## src/rtl/reftimer_bank.sv

```systemverilog
`timescale 1ns/1ps
module reftimer_bank #(
  parameter int NUM_CH     = 6,
  parameter int NARROW_W   = 16,
  parameter int WIDE_W     = 20,
  parameter int FIRST_WIDE = 4,
  parameter int PRE_W      = 12,
  parameter int ADDR_W     = 8,
  parameter int DATA_W     = 32
) (
  input  logic              clk,
  input  logic              rst_n,
  input  logic              bus_we,
  input  logic [ADDR_W-1:0] bus_addr,
  input  logic [DATA_W-1:0] bus_wdata,
  output logic [DATA_W-1:0] bus_rdata,
  output logic              irq
);
  localparam logic [ADDR_W-1:0] STAT_ADDR = ADDR_W'(8'h60);
  localparam int TF_LSB = 8;

  function automatic logic [3:0] shift_of(input logic [2:0] code);
    case (code)
      3'd0, 3'd1, 3'd2, 3'd3, 3'd4: shift_of = 4'(code) + 4'd1;
      3'd5:    shift_of = 4'd10;
      default: shift_of = 4'd12;
    endcase
  endfunction

  wire       stat_hit = bus_addr == STAT_ADDR;
  wire       stat_wr  = bus_we && stat_hit;
  wire [3:0] a_ch     = bus_addr[7:4];
  wire [1:0] a_reg    = bus_addr[3:2];
  wire       aligned  = bus_addr[1:0] == 2'b00;

  logic [NUM_CH-1:0] tf_v, ti_v;
  logic [DATA_W-1:0] rd_cfg [NUM_CH];
  logic [DATA_W-1:0] rd_cnt [NUM_CH];
  logic [DATA_W-1:0] rd_ref [NUM_CH];

  logic unused_wd;
  assign unused_wd = ^bus_wdata;

  for (genvar i = 0; i < NUM_CH; i++) begin : g_ch
    localparam int W = (i >= FIRST_WIDE) ? WIDE_W : NARROW_W;
    logic [W-1:0]     cnt, cmp;
    logic [PRE_W-1:0] pre;
    logic             run, restart, ien, freeze, tf, ti;
    logic [2:0]       sel;

    wire              hit    = bus_we && !stat_hit && aligned && a_ch == 4'(i);
    wire              wr_cfg = hit && a_reg == 2'd0;
    wire              wr_cnt = hit && a_reg == 2'd1;
    wire              wr_cmp = hit && a_reg == 2'd2;
    wire [PRE_W-1:0]  pmask  = (PRE_W'(1) << shift_of(sel)) - PRE_W'(1);
    wire              tick   = run && ((pre & pmask) == pmask);
    wire [W-1:0]      nxt    = cnt + W'(1);
    wire              match  = tick && nxt == cmp;

    always_ff @(posedge clk or negedge rst_n) begin
      if (!rst_n) begin
        cnt <= '0; cmp <= '0; pre <= '0;
        run <= 1'b0; restart <= 1'b0; ien <= 1'b0; freeze <= 1'b0;
        sel <= '0; tf <= 1'b0; ti <= 1'b0;
      end else begin
        if (run) pre <= pre + PRE_W'(1);
        if (tick) begin
          if (match && freeze) begin
            cnt <= nxt;
            run <= 1'b0;
          end else if (match && restart) cnt <= '0;
          else cnt <= nxt;
        end
        if (wr_cfg) begin
          run     <= bus_wdata[0];
          restart <= bus_wdata[1];
          ien     <= bus_wdata[3];
          sel     <= bus_wdata[6:4];
          freeze  <= bus_wdata[9];
          if (bus_wdata[8]) begin
            cnt <= '0;
            pre <= '0;
          end
        end
        if (wr_cnt) cnt <= bus_wdata[W-1:0];
        if (wr_cmp) cmp <= bus_wdata[W-1:0];
        tf <= match || (tf && !(stat_wr && bus_wdata[TF_LSB+i]));
        ti <= (match && ien) || (ti && !(stat_wr && bus_wdata[i]));
      end
    end

    assign tf_v[i]   = tf;
    assign ti_v[i]   = ti;
    assign rd_cfg[i] = DATA_W'({freeze, 2'b00, sel, ien, 1'b0, restart, run});
    assign rd_cnt[i] = DATA_W'(cnt);
    assign rd_ref[i] = DATA_W'(cmp);
  end

  always_comb begin
    bus_rdata = '0;
    if (stat_hit) bus_rdata = DATA_W'(ti_v) | (DATA_W'(tf_v) << TF_LSB);
    else if (aligned)
      for (int i = 0; i < NUM_CH; i++)
        if (a_ch == 4'(i))
          case (a_reg)
            2'd0:    bus_rdata = rd_cfg[i];
            2'd1:    bus_rdata = rd_cnt[i];
            2'd2:    bus_rdata = rd_ref[i];
            default: bus_rdata = '0;
          endcase
  end

  assign irq = |ti_v;
endmodule


```

## config.mk

```make
export PLATFORM = sky130hd
export DESIGN_NAME = reftimer_bank
export DESIGN_NICKNAME = d
export VERILOG_FILES = /design/src/rtl/reftimer_bank.sv
export SDC_FILE = /design/constraint.sdc
export NUM_CORES = 1
export LEC_CHECK = 0
export BUFFER_PORTS_ARGS = -buffer_cell sky130_fd_sc_hd__buf_2
export CAP_MARGIN = 20
export CELL_PAD_IN_SITES_DETAIL_PLACEMENT = 1
export CELL_PAD_IN_SITES_GLOBAL_PLACEMENT = 2
export CORE_MARGIN = 2
export CORE_UTILIZATION = 43
export CTS_CLUSTER_DIAMETER = 80
export DETAILED_ROUTE_END_ITERATION = 16
export PLACE_DENSITY_LB_ADDON = 0.1
export RECOVER_POWER = 100
export SLEW_MARGIN = 5
export SYNTH_ARGS = -nofsm -noshare
export SYNTH_HDL_FRONTEND = slang
export SYNTH_SLANG_ARGS = --single-unit
```

## constraint.sdc

```tcl
create_clock -name clk -period 9.5 [get_ports clk]
set_input_delay 0.95 -clock clk [delete_from_list [all_inputs] [get_ports clk]]
set_output_delay 0.95 -clock clk [all_outputs]
set_load 0.02 [all_outputs]
```

==> results by stage <==
Cells and area:
- The finished cells cover 25,800 sq um.
- Compared with the post-synthesis result, the final layout area differs by 8.25%.
- After the flow finishes, the layout carries non-filler instances totaling 3,454.
- The share of layout cells above drive strength 1 is 11.4%.
- The number of nets in the final layout is 2,755.
- Cells fill 47.0% of the core in the end.

Drt:
- The routed length on met2 is 39,400 um.
- The via density per instance is 6.30.
- The highest layer touched by signal routing is met5.
- The wire length on met1 is 40,800 um.
- The detailed router's first-iteration violation count is 1,729.
- Summing over every cut layer, the via total after detailed routing is 21,800.
- The residual DRC count is 0.
- The routed wire length is 87,700 um.
- The wire length on met3 is 5270 um.
- The routed length per placed instance is 25.4 um.
- The iteration count of the initial detailed-routing pass is 5.
- The count of nets left with antenna violations once routing finished came out at 0.

Global route:
- Entering global routing, the biggest net connects 81 pins.
- The first global-routing pass estimated 136,000 um of wire.
- The initial antenna violation count is 4.
- After global routing the overflow that remains totals 0.
- For this run, the total global-route usage over all layers was measured as 30.7%.
- The via count of the first global-routing pass is 22,000.

Place:
- The number of cells after detailed placement is 3,372.
- The final weighted congestion of routability-driven global placement is 0.912.
- After detailed placement, the total cell area comes to 24,400 sq um.
- Port buffering added 51 buffers.
- The setup slack after placement is 4.00 ns.
- The HPWL after detailed placement is 60,800 um.

Timing:
- The total count of hold-check failures in the final report is 0.
- The final period demand of the worst path is 7.46 ns.
- After routing, the total negative slack on setup checks comes to 0 ns.
- The clock skew after layout is 0.0252 ns.
- Setup violations remaining at the end of the flow were counted as 0.
- The worst hold slack is 0.497 ns.
- In this run the tightest slew margin relative to its limit is -246%.
- The final clock period utilization by the worst path is 78.5%.
- The final max-slew violation count is 274.
- The maximum clock rate is 134 MHz.
- The worst setup margin is 2.04 ns.
- The transition at the pin with the smallest max-transition slack is 5.20 ns.
- Setup repair after global routing left no endpoint under its margin.

Clock network:
- Gates resized during post-CTS repair numbered 0.
- At the later pin of the worst-skew pair, clock insertion delay measures 0.60 ns.
- For this design, the CTS-stage hold fixing added 0 buffers.
- The TritonCTS clock tree is built.
- The clock sink count is 334.
- Clock-pin slew was measured on the worst setup and hold paths at 0.05 ns.
- The level count of the clock H-tree is 2.
- Post-CTS timing repair inserted 0 buffers for setup.
- The number of clock buffers inserted by TritonCTS is 44.
- The buffer depth of the longest clock path is 3.
- The root buffer cell chosen for the clock tree is clkbuf_16.

Critical path:
- The worst-case reg-to-reg path depth is 14.
- The sort of element at the end of the critical path is an output pin.
- Traced cell by cell, the critical path runs through buf_2 -> clkbuf_1 -> nor2b_4 -> clkbuf_1 -> buf_4 -> a22oi_1 -> a2111oi_0 -> a21oi_1 -> nor2_1 -> nor2_1 -> nor4_1 -> buf_2.
- In this run the worst path has a maximum fanout of 48.
- On the critical path, the stage with the largest delay is an instance of clkbuf_1.
- The number of buffers and inverters on the critical path is 5.
- The critical path class is input port to output pin.
- STA puts the critical path data required time at 8.55 ns.
- For the worst setup path, the data arrival time is 6.51 ns.
- The critical path crosses 12 cells after its start point.
- The longest individual stage delay on the worst path is 1.18 ns.
- The cell family contributing the most delay on the critical path is buffers and inverters.
- The worst setup path is launched from an input port.

Yosys:
- Counting every instance in the synthesized netlist gives 2,742.
- The main combinational cell family by area after synthesis is simple AND/OR/NAND/NOR gates.
- The adder-cell share of the synthesized area is 2.10%.
- After synthesis, the netlist uses 106 different library cells.
- After synthesis, the mean cell area works out to 8.70 sq um.
- The number of synthesized flops with an enable pin is 0.
- The fraction of synthesized cell area taken by the top area cell type is 35.0%.
- The library cell with the largest summed area after synthesis is dfrtp_1.
- For this run, the leading register cell type out of synthesis is dfrtp_1.
- The portion of synthesized area spent on multiplexers is 8.82%.
- Counting flops and latches in the post-synthesis netlist gives 334.
- Summing the areas of all compound-gate instances in the mapped netlist gives 17.7% of the synthesized area.
- The synthesized cell area is 23,900 sq um.
- After Yosys synthesis, and, or, nand and nor cells account for 22.0% of the synthesized area.
- During synthesis, Yosys emitted a total of 0 warnings.
- In the synthesized netlist the async set-or-reset flop fraction comes to 100%.
- Summing the areas of all xor and xnor instances in the mapped netlist gives 9.71% of the synthesized area.
- Ranked by total cell area, the synthesized netlist is headed by dfrtp_1 35%, mux2_2 6.1%, xnor2_1 5.2%.
- Sequential elements use 35.0% of the synthesized area.

Run status:
- The flow ran to the end, but the final reports show violations.
- The checks that failed: max-capacitance violations, max-slew violations.

Floorplanning:
- The initial utilization of the core area, before any placement, comes to 43.4%.
- The die is 240 um tall.
- The area inside the core boundary is 55,000 sq um.
- The die covers 57,400 sq um.
- The floorplan has 86 rows.
- The floorplan step set the die width to 240 um.
- The total I/O pin count is 76.

Pwr:
- The final total power is 4.85 mW.
- The static leakage is 10.4 nW.
- In this run the power density over the cells is 188 nW/um^2.
- The highest ir drop seen on vdd is 0.147 mV.

Min path:
- The worst hold path belongs to the class register to register.
- The cell count of the worst hold path is 1.

Flow run:
- Across the run, the number of max-cap violations was 6.
-- cells by family after synthesis --
kind of cell             count (synthesis)
other                                    1
buffers and inverters                  267
adder cells (fa/ha/maj)                 40
AO/OA/AOI/OAI                          622
AND/OR/NAND/NOR                       1021
multiplexers                           194
XOR/XNOR                               263
flip-flops                             334
-- power by group --
| group | switching (mW) | total, mW | internal, mW |
|---|---|---|---|
| combinational | 0.644 | 1.11 | 0.470 |
| sequential | 0.343 | 1.98 | 1.63 |
| clock | 0.692 | 1.76 | 1.06 |
-- cell usage in the layout, fill, tap and decap left out, types with 44 or more instances in the layout --
cell	count
dfrtp_1	334
xor2_1	120
mux2_2	129
o21ai_0	160
nor3_1	50
nand4_1	63
nand3_1	110
xnor2_1	142
a21oi_1	95
nor2_1	236
mux2i_1	64
nand2_1	279
o22ai_1	44
inv_1	63
a22oi_1	70
clkbuf_16	45
-- cell usage after synthesis (8+ instances only) --
| cell type | count |
|---|---|
| mux2_2 | 130 |
| and2_1 | 18 |
| buf_4 | 17 |
| a22o_1 | 15 |
| a21oi_1 | 95 |
| o211ai_1 | 18 |
| xnor2_1 | 142 |
| and3_1 | 40 |
| nor4_1 | 36 |
| o2111ai_1 | 8 |
| a21boi_0 | 8 |
| clkbuf_1 | 134 |
| a22oi_1 | 70 |
| and4_1 | 20 |
| buf_1 | 19 |
| a211oi_1 | 14 |
| nand4_1 | 63 |
| ha_1 | 40 |
| nand3b_1 | 8 |
| buf_2 | 29 |
| or3_1 | 16 |
| a31oi_1 | 13 |
| o22ai_1 | 44 |
| nand3_1 | 108 |
| a221oi_1 | 16 |
| xor2_1 | 120 |
| nor3b_1 | 18 |
| o21ai_0 | 146 |
| o31ai_1 | 24 |
| or4_1 | 9 |
| nor3_1 | 50 |
| o311ai_1 | 8 |
| dfrtp_1 | 334 |
| nand2b_1 | 21 |
| inv_1 | 63 |
| o221ai_1 | 11 |
| o21ai_1 | 19 |
| nand2_1 | 279 |
| a21o_1 | 18 |
| mux2i_1 | 64 |
| or2_2 | 13 |
| nor2_1 | 237 |
| nor2b_1 | 34 |
-- worst reg2reg max path, stage by stage, from the launching register on --
cell      delay, ns
dfrtp_1        0.65
inv_1          0.27
ha_1           0.31
nor3_1         0.37
nor2_1         0.10
o21ai_0        0.35
ha_1           0.25
o21ai_0        0.19
a211oi_1       0.61
nand3b_1       0.19
a31oi_1        0.10
nor4_1         1.60
nand4_1        1.14
or4_1          0.71
nand3_1        0.10
-- final timing paths --
| kind | from | end | slack, ns |
|---|---|---|---|
| min in group asynchronous | rst_n | g_ch[4].pre[2] | 2.23 |
| max in group asynchronous | rst_n | g_ch[1].pre[2] | 3.35 |
| min | g_ch[5].tf | g_ch[5].tf | 0.50 |
| min reg2reg | g_ch[5].tf | g_ch[5].tf | 0.50 |
| max reg2reg | g_ch[5].sel[0] | g_ch[5].cnt[16] | 2.49 |
| max | bus_addr[3] | bus_rdata[14] | 2.04 |
-- registers in the layout, indices dropped and copies added (netlist names) --
signal,cells
g_ch.ien,6
g_ch.sel,18
g_ch.freeze,6
g_ch.ti,6
g_ch.pre,72
g_ch.restart,6
g_ch.cmp,104
g_ch.run,6
g_ch.cnt,104
g_ch.tf,6
-- area by class of cell --
type,instances,area [sq um]
multi-input cells,2152,14400
well taps,748,936
fillers,6415,29200
diodes,2,5.00
inverters,63,236
clock buffers,59,1260
flip-flops and latches,334,8360
repair buffers,77,395
clock inverters,19,241
-- metal layers --
| metal | global-route usage, % | vias to the layer above |
|---|---|---|
| met5 | 0 | - |
| met3 | 4.32 | 120 |
| met1 | 44.1 | 11200 |
| met2 | 48.1 | 608 |
| li1 | - | 9794 |
| met4 | 8.45 | 2 |
Note: power is estimated with default switching activity, not from simulation.
